==> config.mk <==
export PLATFORM = sky130hd
export DESIGN_NAME = err_status_reg
export DESIGN_NICKNAME = d
export VERILOG_FILES = /design/src/rtl/err_status_pkg.sv /design/src/rtl/op_timer.sv /design/src/rtl/flag_bank.sv /design/src/rtl/rst_req_gen.sv /design/src/rtl/err_status_reg.sv
export SDC_FILE = /design/constraint.sdc
export NUM_CORES = 1
export LEC_CHECK = 0
export CAP_MARGIN = 25
export CORE_MARGIN = 1
export CORE_UTILIZATION = 47
export CTS_BUF_LIST = sky130_fd_sc_hd__clkbuf_8 sky130_fd_sc_hd__clkbuf_16
export DETAILED_ROUTE_END_ITERATION = 10
export GPL_TIMING_DRIVEN = 0
export PLACE_DENSITY_LB_ADDON = 0.1
export SETUP_SLACK_MARGIN = 0.1
export SLEW_MARGIN = 15
export SYNTH_ARGS = -nofsm -noshare
export SYNTH_HDL_FRONTEND = slang
export SYNTH_SLANG_ARGS = --single-unit
==> constraint.sdc <==
create_clock -name clk -period 1.95 [get_ports clk]
set_input_delay 0.585 -clock clk [delete_from_list [all_inputs] [get_ports clk]]
set_output_delay 0.585 -clock clk [all_outputs]
set_load 0.02 [all_outputs]
==> src/rtl/err_status_pkg.sv <==
package err_status_pkg;
  localparam int STAT_W       = 16;
  localparam int NUM_FLAGS    = 8;
  localparam int EXT_FLAGS    = 6;
  localparam int BIT_OVERRUN  = 6;
  localparam int BIT_OVERTIME = 7;

  // Next value of the sticky bank: a read wipes held bits, new events survive
  function automatic logic [NUM_FLAGS-1:0] next_flags(
    input logic [NUM_FLAGS-1:0] held,
    input logic                 clr,
    input logic [NUM_FLAGS-1:0] set_v);
    next_flags = (clr ? '0 : held) | set_v;
  endfunction

  // Zero-extend flag bank to the register width
  function automatic logic [STAT_W-1:0] widen(input logic [NUM_FLAGS-1:0] f);
    widen = {{(STAT_W-NUM_FLAGS){1'b0}}, f};
  endfunction
endpackage

==> src/rtl/op_timer.sv <==
module op_timer #(
  parameter int LIMIT = 2000
) (
  input  logic clk,
  input  logic rst_n,
  input  logic start_i,
  input  logic done_i,
  input  logic ok_i,
  output logic active_o,
  output logic [$clog2(LIMIT+1)-1:0] cnt_o,
  output logic overtime_o,
  output logic overrun_o
);
  localparam int CW = $clog2(LIMIT+1);
  localparam logic [CW-1:0] LIM = CW'(LIMIT);

  logic          active_q;
  logic          fired_q;
  logic [CW-1:0] cnt_q;

  // Elapsed cycles since start reach LIMIT+1 in the cycle where cnt_q == LIMIT
  assign overtime_o = active_q && (cnt_q == LIM) && !fired_q;
  assign overrun_o  = active_q && ok_i && !done_i;
  assign active_o   = active_q;
  assign cnt_o      = cnt_q;

  always_ff @(posedge clk) begin
    if (!rst_n) begin
      active_q <= 1'b0;
      fired_q  <= 1'b0;
      cnt_q    <= '0;
    end else if (start_i) begin
      active_q <= 1'b1;
      fired_q  <= 1'b0;
      cnt_q    <= '0;
    end else begin
      if (done_i) active_q <= 1'b0;
      if (overtime_o) fired_q <= 1'b1;
      if (active_q && cnt_q != LIM) cnt_q <= cnt_q + 1'b1;
    end
  end
endmodule

==> src/rtl/flag_bank.sv <==
module flag_bank
  import err_status_pkg::*;
(
  input  logic                 clk,
  input  logic                 rst_n,
  input  logic                 clr_i,
  input  logic [NUM_FLAGS-1:0] set_i,
  output logic [NUM_FLAGS-1:0] flags_o
);
  logic [NUM_FLAGS-1:0] flags_q;

  for (genvar g = 0; g < NUM_FLAGS; g++) begin : g_bit
    always_ff @(posedge clk) begin
      if (!rst_n) flags_q[g] <= 1'b0;
      else        flags_q[g] <= next_flags(flags_q, clr_i, set_i)[g];
    end
  end

  assign flags_o = flags_q;
endmodule

==> src/rtl/rst_req_gen.sv <==
module rst_req_gen (
  input  logic clk,
  input  logic rst_n,
  input  logic any_i,
  output logic req_o
);
  logic any_d;

  always_ff @(posedge clk) begin
    if (!rst_n) any_d <= 1'b0;
    else        any_d <= any_i;
  end

  assign req_o = any_i && !any_d;
endmodule

==> src/rtl/err_status_reg.sv <==
module err_status_reg
  import err_status_pkg::*;
#(
  parameter int OVERTIME_CYCLES = 2000
) (
  input  logic                 clk,
  input  logic                 rst_n,
  input  logic [EXT_FLAGS-1:0] err_pulse_i,
  input  logic                 op_start_i,
  input  logic                 op_done_i,
  input  logic                 msg_ok_i,
  input  logic                 rd_stb_i,
  output logic [STAT_W-1:0]    rd_data_o,
  output logic                 term_flag_o,
  output logic                 if_rst_req_o
);
  localparam int CW = $clog2(OVERTIME_CYCLES+1);

  logic                 tmr_active;
  logic [CW-1:0]        tmr_cnt;
  logic                 ev_overtime;
  logic                 ev_overrun;
  logic [NUM_FLAGS-1:0] set_vec;
  logic [NUM_FLAGS-1:0] flags;

  op_timer #(.LIMIT(OVERTIME_CYCLES)) u_timer (
    .clk        (clk),
    .rst_n      (rst_n),
    .start_i    (op_start_i),
    .done_i     (op_done_i),
    .ok_i       (msg_ok_i),
    .active_o   (tmr_active),
    .cnt_o      (tmr_cnt),
    .overtime_o (ev_overtime),
    .overrun_o  (ev_overrun)
  );

  assign set_vec = {ev_overtime, ev_overrun, err_pulse_i};

  flag_bank u_bank (
    .clk     (clk),
    .rst_n   (rst_n),
    .clr_i   (rd_stb_i),
    .set_i   (set_vec),
    .flags_o (flags)
  );

  assign rd_data_o   = widen(flags);
  assign term_flag_o = |flags;

  rst_req_gen u_req (
    .clk   (clk),
    .rst_n (rst_n),
    .any_i (term_flag_o),
    .req_o (if_rst_req_o)
  );
endmodule

==> Word-level counts from Yosys, hierarchy flattened <==
Cells that the tools add are included.
W data, S select, Z words.
{ "word_totals": {"ff_bits": 22, "input_bits": 12, "word_cells": 32} }
{ "op_classes": {"add_sub_neg": 1, "eq_ne": 2, "n_mux": 3, "bitwise_logic": 2, "n_reduce_logical": 12} }
{ "op_table": {"columns": ["cell", "count"], "rows": [
  ["$add A11 B1 Y11 const B", 1],
  ["$eq A11 B11 Y1 const B", 1],
  ["$ne A11 B11 Y1 const B", 1],
  ["$mux W8", 1],
  ["$or A8 B8 Y8", 1],
  ["$reduce_or A8 Y1", 1],
  ["$logic_and A1 B1 Y1", 6],
  ["$logic_not A1 Y1", 3],
  ["$mux W1", 2],
  ["$reduce_bool A2 Y1", 1],
  ["$reduce_or A2 Y1", 1],
  ["$not A1 Y1", 1]
]} }

==> Logic depth before layout (Yosys ltp) <==
Gate-level depths: netlist of run 1.
{ "logic_depth": {"ltp_word": 4, "ltp_mapped": 5, "depth_no_buf": 5} }

==> By module <==
Synthesis of run 1 repeated with hierarchy kept, for this count alone.
{ "hier_totals": {"hier_cells": 118, "area_unflattened_um2": 1058.5} }
{ "by_module_without_submodules": {"columns": ["module", "instances", "cells_each", "area_each_um2"], "rows": [
  ["op_timer", 1, 78, 663.1],
  ["flag_bank", 1, 25, 275.3],
  ["err_status_reg", 1, 12, 80.1],
  ["rst_req_gen", 1, 3, 40.0]
]} }

==> Worst setup path before layout of run 1 <==
Ideal clock, no wire load.
{ "synth_path": {"kind": "register to output", "start": "reg u_bank.flags_q[1], in the netlist u_bank.flags_o[1]", "end": "out if_rst_req_o", "t_arrival_ns": 0.918, "required_time_ns": 1.365, "path_slack_ns": 0.447, "path_stages_with_launch": 3, "n_path_buf": 0, "path_cell_list": "dfxtp_1 -> nor4_1 -> a21oi_1"} }
{ "synth_between": {"elab_chain_len": 2} }
{ "synth_lines": {"columns": ["item", "line_no", "source"], "rows": [
  ["start, declared", "flag_bank.sv:10", "logic [NUM_FLAGS-1:0] flags_q;"],
  ["start signal, assigned by index", "flag_bank.sv:15", "else flags_q[g] <= next_flags(flags_q, clr_i, set_i)[g];"],
  ["$reduce_or A8 Y1", "err_status_reg.sv:49", "assign term_flag_o = |flags;"],
  ["$logic_and A1 B1 Y1", "rst_req_gen.sv:14", "assign req_o = any_i && !any_d;"],
  ["end, declared", "err_status_reg.sv:15", "output logic if_rst_req_o"]
]} }
No other way between the ends.

==> Worst setup path in the final report of run 1 <==
{ "layout_path": {"start": "reg u_bank.flags_q[5], in the netlist u_bank.flags_o[5]", "end": "out if_rst_req_o"} }
Same word-level chain as after synthesis.

==> summary by stage, run 1 <==
Clock tree
The total setup buffers inserted after CTS is 0. The CTS sink count is 22. TritonCTS created 3 clock buffers. TritonCTS built the clock tree. Clock-pin slew was measured on the worst setup and hold paths at 0.08 ns. The H-tree depth reported by CTS is 1. The buffer levels on the longest clock path is 2.

The root buffer cell is sky130_fd_sc_hd__clkbuf_8. For the worst-skew pair, the clock arrives at the later sink with an insertion delay of 0.25 ns.

Pwr
The internal power of the cells totals 713 uW. The clock share of power is 34.0%. Power spread over the standard cell area amounts to 649 nW/um2. The leakage power total is 0.640 nW.

The switching power total is 222 uW. The share of power burned in registers is 51.0%. Of the total power, the share spent switching nets is 23.7%. The design draws 935 uW. The portion of total power attributed to combinational logic is 15.0%.

IR analysis of the VDD net gives a maximum drop of 0.404 mV.

Place
The count of buffers from port buffering is 21. Once placement completed, the tool counted placed cells totaling 175. Detailed placement finished with a half-perimeter wire length of 1.57 mm. The weighted congestion reported at the end of routability-driven placement is 0.754.

Die
The placeable core region is 2190 um2. In this run the count of I/O pins placed on the die edge is 30. The die is 50.2 um tall.

The die covers 2520 um2. The number of standard-cell rows in the floorplan is 17. The die width is 50.2 um. For this configuration, the core starts out at a cell density of 49.8%.

STA
The maximum clock frequency is 0.572 GHz. Setup repair after global routing could not meet its margin everywhere. Setup violations remaining at the end of the flow were counted as 0. The setup TNS after final layout is 0 ns. The final critical path takes up 89.7% of the cycle. The number of max-slew violations in the final report is 0. The final-report hold violation count is 0. Subtracting the final worst setup slack from the clock period gives 1.75 ns.

Clock skew on the completed layout was measured at 0.00169 ns.

Finish
Excluding fillers, the count of instances in the completed layout stands at 179. The area growth from synthesis to final layout is 32.1%. Cells with a size suffix above 1 make up 13.9% of the layout. At the end of the flow, the number of nets in the layout was 166. The number of antenna diodes in the final layout is 0.

Synthesis
The number of library cell types mapped by synthesis is 33. The count of state elements after synthesis is 22. For this run, the register share of the synthesized area comes to 40.4%.

Counting flops with an async set or reset pin after synthesis yields a share of 0%. For this run, the number of Yosys warnings is 0. The synthesized netlist cell count is 119. Counting flops with a built-in enable in the synthesized netlist gives 0. In the synthesized netlist the dominant register cell turns out to be sky130_fd_sc_hd__dfxtp_1. The cell area that synthesis handed to floorplanning was 1090 um2. The mean instance size in the synthesized netlist is 9.17 um2.

Detailed routing
The sum of routed wire length over all layers is 2.16 mm. For this run, design rule violations remaining after detail routing come to 0. The average detailed-routed wire length per instance is 12.1 um. The count of TritonRoute iterations in the first routing pass is 4.

For this block, the initial DRC count from the detailed router was 16. The via-per-instance ratio is 5.30. The antenna violation net count after detailed routing is 0.

The total number of vias is 948.

GRT
The wire length of the first global-routing pass is 3.74 mm. Global routing consumed, over all layers together, 19.1% of the routing resources. Global routing finished with a remaining overflow of 0. The number of global-route vias before repair is 841. Entering global routing, the biggest net connects 13 pins. The initial antenna violation count is 0.

Worst setup path
The required arrival time at the worst endpoint is 1.36 ns. Of all nets on the critical path, the largest fanout is 3. STA classifies the critical path endpoint as an output pin. The startpoint type of the worst setup path is a flop. At the worst endpoint, the arrival time is 1.16 ns. The setup path with the least slack is of type flop to output pin.

Job
The number of max-capacitance violations reported is 0.

Hold path
The worst hold path belongs to the class flop to flop.

Outcome
The run finished with clean final reports.
-- path summary, 6_finish.rpt --
path,endpoint,slack [ns],from,cells after the start
hold reg to reg,u_timer.fired_q,0.47,u_timer.fired_q,2
setup reg to reg,u_timer.cnt_o[8],0.39,u_timer.cnt_o[0],4
hold / removal,u_timer.fired_q,0.47,u_timer.fired_q,2
setup / recovery,if_rst_req_o,0.20,u_bank.flags_o[5],3
-- power groups by stage --
stage	Combinational (mW)	Clock, mW	Sequential, mW
6_report	0.140	0.318	0.477
5_1_grt	0.152	0.357	0.479
4_1_cts	0.142	0.328	0.477
3_5_place_dp	0.144	0	0.486
3_3_place_gp	0.141	0	0.485
2_1_floorplan	0.0735	0	0.495
-- cells in the final DEF, fill, tap and decap left out, drive strengths merged, types with 4 or more instances in the layout --
cell type,count
nand3b,4
nand3,5
o21ai,4
nor2b,11
dlymetal6s2s,8
o21a,9
nand2,6
buf,11
o31ai,4
or4,6
a21oi,8
clkdlybuf4s50,11
dfxtp,22
clkbuf,6
conb,8
-- final cells by class --
class                      count  area [um2]
fill                         187         749
multi-input combinational     90         606
sequential                    22         440
timing repair buffer          21         220
buffer                        11        73.8
clock buffer                   4        55.1
tap                           28        35.0
inverter                       3        11.3
-- synthesized netlist by cell type (2+ instances only) --
cell                        n  share of area, %
sky130_fd_sc_hd__nand3_1    4               1.8
sky130_fd_sc_hd__nand2b_1   2               1.1
sky130_fd_sc_hd__xor2_1     2               1.6
sky130_fd_sc_hd__nor3_1     2              0.92
sky130_fd_sc_hd__or4_1      6               4.1
sky130_fd_sc_hd__nand2_1    6               2.1
sky130_fd_sc_hd__nor4bb_1   2               1.8
sky130_fd_sc_hd__ha_1       2               2.3
sky130_fd_sc_hd__nand3b_1   4               2.8
sky130_fd_sc_hd__o21ai_0    4               1.8
sky130_fd_sc_hd__dfxtp_1   22                40
sky130_fd_sc_hd__inv_1      3               1.0
sky130_fd_sc_hd__o31ai_1    4               2.8
sky130_fd_sc_hd__nor2_1     2              0.69
sky130_fd_sc_hd__buf_4      8               5.5
sky130_fd_sc_hd__a21oi_1    8               3.7
sky130_fd_sc_hd__nor2b_1   11               6.3
sky130_fd_sc_hd__or3_1      2               1.1
sky130_fd_sc_hd__o21a_1     9               6.2
sky130_fd_sc_hd__nor4_1     2               1.1
sky130_fd_sc_hd__clkbuf_1   2              0.69
-- critical path, stage by stage (launching register included) --
cell                      delay [ns]
sky130_fd_sc_hd__dfxtp_1        0.33
sky130_fd_sc_hd__nor4_2         0.31
sky130_fd_sc_hd__a21oi_1        0.10
sky130_fd_sc_hd__buf_2          0.17
-- sequential cells by signal, summed over array words and instances (netlist names) --
| name | flops |
|---|---|
| u_timer.cnt_o | 11 |
| u_bank.flags_o | 8 |
| u_req.any_d | 1 |
| u_timer.active_o | 1 |
| u_timer.fired_q | 1 |
-- routing by layer --
layer | vias to the layer above | wire (um) | track usage (%)
li1 | 484 | - | -
met1 | 434 | 995 | 25.2
met2 | 28 | 1010 | 30.7
met3 | 2 | 144 | 3.64
met4 | 0 | 16 | 7.14
met5 | - | 0 | 0
-- timing repair --
action,CTS,global route
setup endpoints to repair,2,11
pin swaps,1,0
hold buffers,0,0
resized for setup,10,10
-- logic make-up after synthesis --
kind of cell	count (synthesis)	synth area share, %
adder cells (fa/ha/maj)	2	2.29
flip-flops	22	40.4
XOR/XNOR	2	1.61
other	1	0.344
buffers and inverters	14	7.68
AO/OA/AOI/OAI	29	17.5
AND/OR/NAND/NOR	49	30.2
-- metrics by stage --
step                hold WS (ns)  utilization (%)  setup slack [ns]  instance area (um2)
floorplan                  0.416                -             0.447                 1120
global placement           0.431             62.2            -0.118                 1360
detailed placement         0.455             62.2            -0.132                 1360
CTS                        0.474             64.8             0.105                 1420
global route               0.522             65.8            0.0890                 1440
finish                     0.467             65.8             0.200                 1440
(Power assumes the default switching activity.)
==> run 2: changes to the inputs <==
Settings changed: CAP_MARGIN 25 to unset, CORE_UTILIZATION 47 to 42.
Clock period 1.95 ns to 1.56 ns, I/O delays scaled along.
==> run 2 against run 1 <==
Net effect:
- the run now ends with negative setup slack left
- sequential power rose by 26%
- critical endpoint is now term_flag_o
- via count rose by 1.1%
- largest power group unchanged
- highest routed layer unchanged
- critical path type unchanged
- register-to-register slack got worse by 0.25 ns
- utilization fell by 4.9 points
==> summary by stage, run 2 (synthesized netlist as in run 1, its figures left out) <==
Outcome
The flow ran to the end, but the final reports show violations. The checks that failed: negative setup slack.

Worst setup path
For this design, the slowest cell found on the critical path is sky130_fd_sc_hd__dfxtp_1. The kind of critical path is flop to output pin. The capturing element type of the critical path is an output pin. The required arrival time at the worst endpoint is 1.09 ns (-0.27 ns). Traced cell by cell, the critical path runs through nor4_4, nand2_1, buf_6. The largest driver fanout on the critical path is 3 (unchanged). The depth of the most critical reg-to-reg path was 5 (+1). The maximum cell stage delay along the critical path is 0.35 ns (+0.02 ns). The data arrival time of the critical path was 1.16 ns (about the same). The startpoint type of the worst setup path is a flop.

Clock tree
The CTS sink count came to 22 (unchanged). The H-tree depth reported by CTS is 1 (unchanged). The TritonCTS buffer count came to 3 (unchanged). The clock latency of the later-clocked register in the worst-skew pair is 0.26 ns (about the same).

The buffer levels on the longest clock path is 2 (unchanged). The count of hold-fix buffers inserted at cts was 0 (unchanged). The clock tree from TritonCTS is done. The register clock-pin slew on the reported worst setup and hold paths is 0.08 ns (about the same). The root buffer cell is sky130_fd_sc_hd__clkbuf_8.

Detailed routing
The count of TritonRoute iterations in the first routing pass is 4 (unchanged). The average detailed-routed wire length per instance is 13.1 um (+8.0%). The total number of vias is 958 (+1.1%). The number of design rule violations left after detail routing was 0 (unchanged). The via-per-instance ratio is 5.26 (-0.61%).

The starting DRC count in detailed routing is 19 (+3). The sum of routed wire length over all layers came to 2.38 mm (+9.8%). The antenna violation net count after detailed routing is 0 (unchanged).

STA
After layout, the worst path uses 105% of the clock period. The worst clock skew came to 0.00601 ns (+0.00432 ns). Setup repair after global routing could not meet its margin everywhere. Based on the critical path, the design can be clocked at up to 0.612 GHz. The final count of negative-setup-slack endpoints is 2 (+2). The final critical-path required period is 1.63 ns. The final-report hold violation count was 0 (unchanged).

The number of max-slew violations in the final report was 0 (unchanged). The smallest setup slack after layout is -0.0727 ns (-0.273 ns). The setup TNS after final layout is -0.143 ns (-0.143 ns).

Die
The placeable core region is 2450 um2 (+12%). The starting utilization of the core area came to 44.4% (-5.4 points). The count of pins on the block boundary came to 30 (unchanged). The number of standard-cell rows in the floorplan is 18 (+1). The area of the die came to 2810 um2 (+11%).

The die width is 53.0 um (+5.6%). The die height came to 53.0 um (+5.6%).

Place
The weighted congestion reported at the end of routability-driven placement is 0.731 (-3.0%). The count of buffers from port buffering is 21 (unchanged). The half-perimeter wire length after placement is 1.69 mm (+7.6%).

Pwr
The switching power total is 296 uW (+34%). The worst IR drop on VDD is 0.571 mV (+41%). The share of power burned in registers is 50.5% (-0.5 points).

The leakage power total came to 0.561 nW (-12%). The switching part of the total power is 24.9% (+1.1 points). The clock share of power is 34.1% (about the same). The power per unit of standard cell area is 797 nW/um2 (+23%). The portion of total power attributed to combinational logic is 15.4% (+0.4 points). The internal cell power was 896 uW (+26%).

Finish
The final design utilization was 60.9% (-4.9 points). The library cells used most frequently in the layout, excluding fill and tap cells, are 16 x sky130_fd_sc_hd__dfxtp_1, 11 x sky130_fd_sc_hd__nor2b_1, 10 x sky130_fd_sc_hd__buf_4, 9 x sky130_fd_sc_hd__o21a_1, 9 x sky130_fd_sc_hd__clkdlybuf4s50_1. Relative to the synthesized area, the layout overhead comes to 37.0%.

The number of flip-flops in the largest register is 11 (unchanged). The number of nets at the end of the flow is 167 (+0.60%). The share of cells above drive strength 1 is 25.7% (+12 points). The multi-input logic area was 686 um2 (+13%). The library cell used most frequently in the layout, excluding fill and tap cells, is sky130_fd_sc_hd__dfxtp_1. The number of filler cells placed in the layout was 221 (+18%). The flip-flop and latch area is 450 um2 (+2.3%).

The number of antenna repair diodes is 0 (unchanged).

Hold path
The classification of the worst-slack hold path is flop to flop. The number of stages on the worst hold path came to 2 (unchanged).

GRT
The number of global-route vias before repair is 852 (+1.3%). The pin count of the biggest net entering global routing is 13 (unchanged). The wire length of the first global-routing pass is 3.59 mm (-3.9%). The total congestion overflow after global routing is 0 (unchanged).

The overall fraction of global-route tracks in use is 17.2% (-2.0 points). The initial antenna violation count came to 0 (unchanged).

Job
The number of max-capacitance violations reported was 0 (unchanged).
==> run 2: power by group through the flow <==
stage,Sequential (mW),Clock (mW),Combinational (mW)
after floorplan,0.618,0,0.0918
after global placement,0.607,0,0.177
after detailed placement,0.608,0,0.181
after CTS,0.597,0.416,0.170
after global routing,0.605,0.435,0.198
final,0.602,0.406,0.183
==> run 2: timing repair <==
item | CTS | global route
pin swaps | 1 | 3
setup buffers | 0 | 1
gates resized for setup | 24 | 30
endpoints found under the setup margin | 22 | 15
==> run 2: cell type report <==
cell class,count,area share (%)
Buffer,11,4.94
Clock buffer,4,3.68
Inverter,3,0.753
Multi-Input combinational cell,90,45.9
Sequential cell,22,30.1
Tap cell,30,2.51
Timing Repair Buffer,22,12.1
==> run 2: path summary, 6_finish.rpt <==
| kind | startpoint | endpoint | slack, ns |
|---|---|---|---|
| worst max-delay path | u_bank.flags_o[4] | term_flag_o | -0.07 |
| worst min-delay path | u_timer.fired_q | u_timer.fired_q | 0.46 |
| worst min register to register | u_timer.fired_q | u_timer.fired_q | 0.46 |
| worst max register to register | u_timer.cnt_o[0] | u_timer.cnt_o[2] | 0.14 |
==> run 2: critical path, delay by kind of cell, from the launching register on <==
kind                   cells  cell delay [ns]
and+or+nand+nor            2             0.40
DFF                        1             0.35
buffers and inverters      1             0.15
==> run 2: metal layers <==
| metal | share of wire, % | up-vias | track usage [%] |
|---|---|---|---|
| li1 | - | 487 | - |
| met1 | 44 | 441 | 20.3 |
| met2 | 48 | 26 | 30.2 |
| met3 | 6.7 | 4 | 3.45 |
| met4 | 0.97 | 0 | 6.14 |
| met5 | 0 | - | 0 |
==> run 2: through the flow <==
| step | setup WS [ns] | cell area (um2) | hold WS, ns | instances | power (mW) |
|---|---|---|---|---|---|
| 2_1_floorplan | 0.168 | 1120 | 0.416 | 126 | 0.710 |
| 3_3_place_gp | -0.408 | 1370 | 0.432 | 177 | 0.784 |
| 3_5_place_dp | -0.451 | 1370 | 0.446 | 177 | 0.789 |
| 4_1_cts | -0.110 | 1420 | 0.465 | 181 | 1.18 |
| 5_1_grt | -0.128 | 1500 | 0.506 | 182 | 1.24 |
| 6_report | -0.0727 | 1500 | 0.464 | 182 | 1.19 |
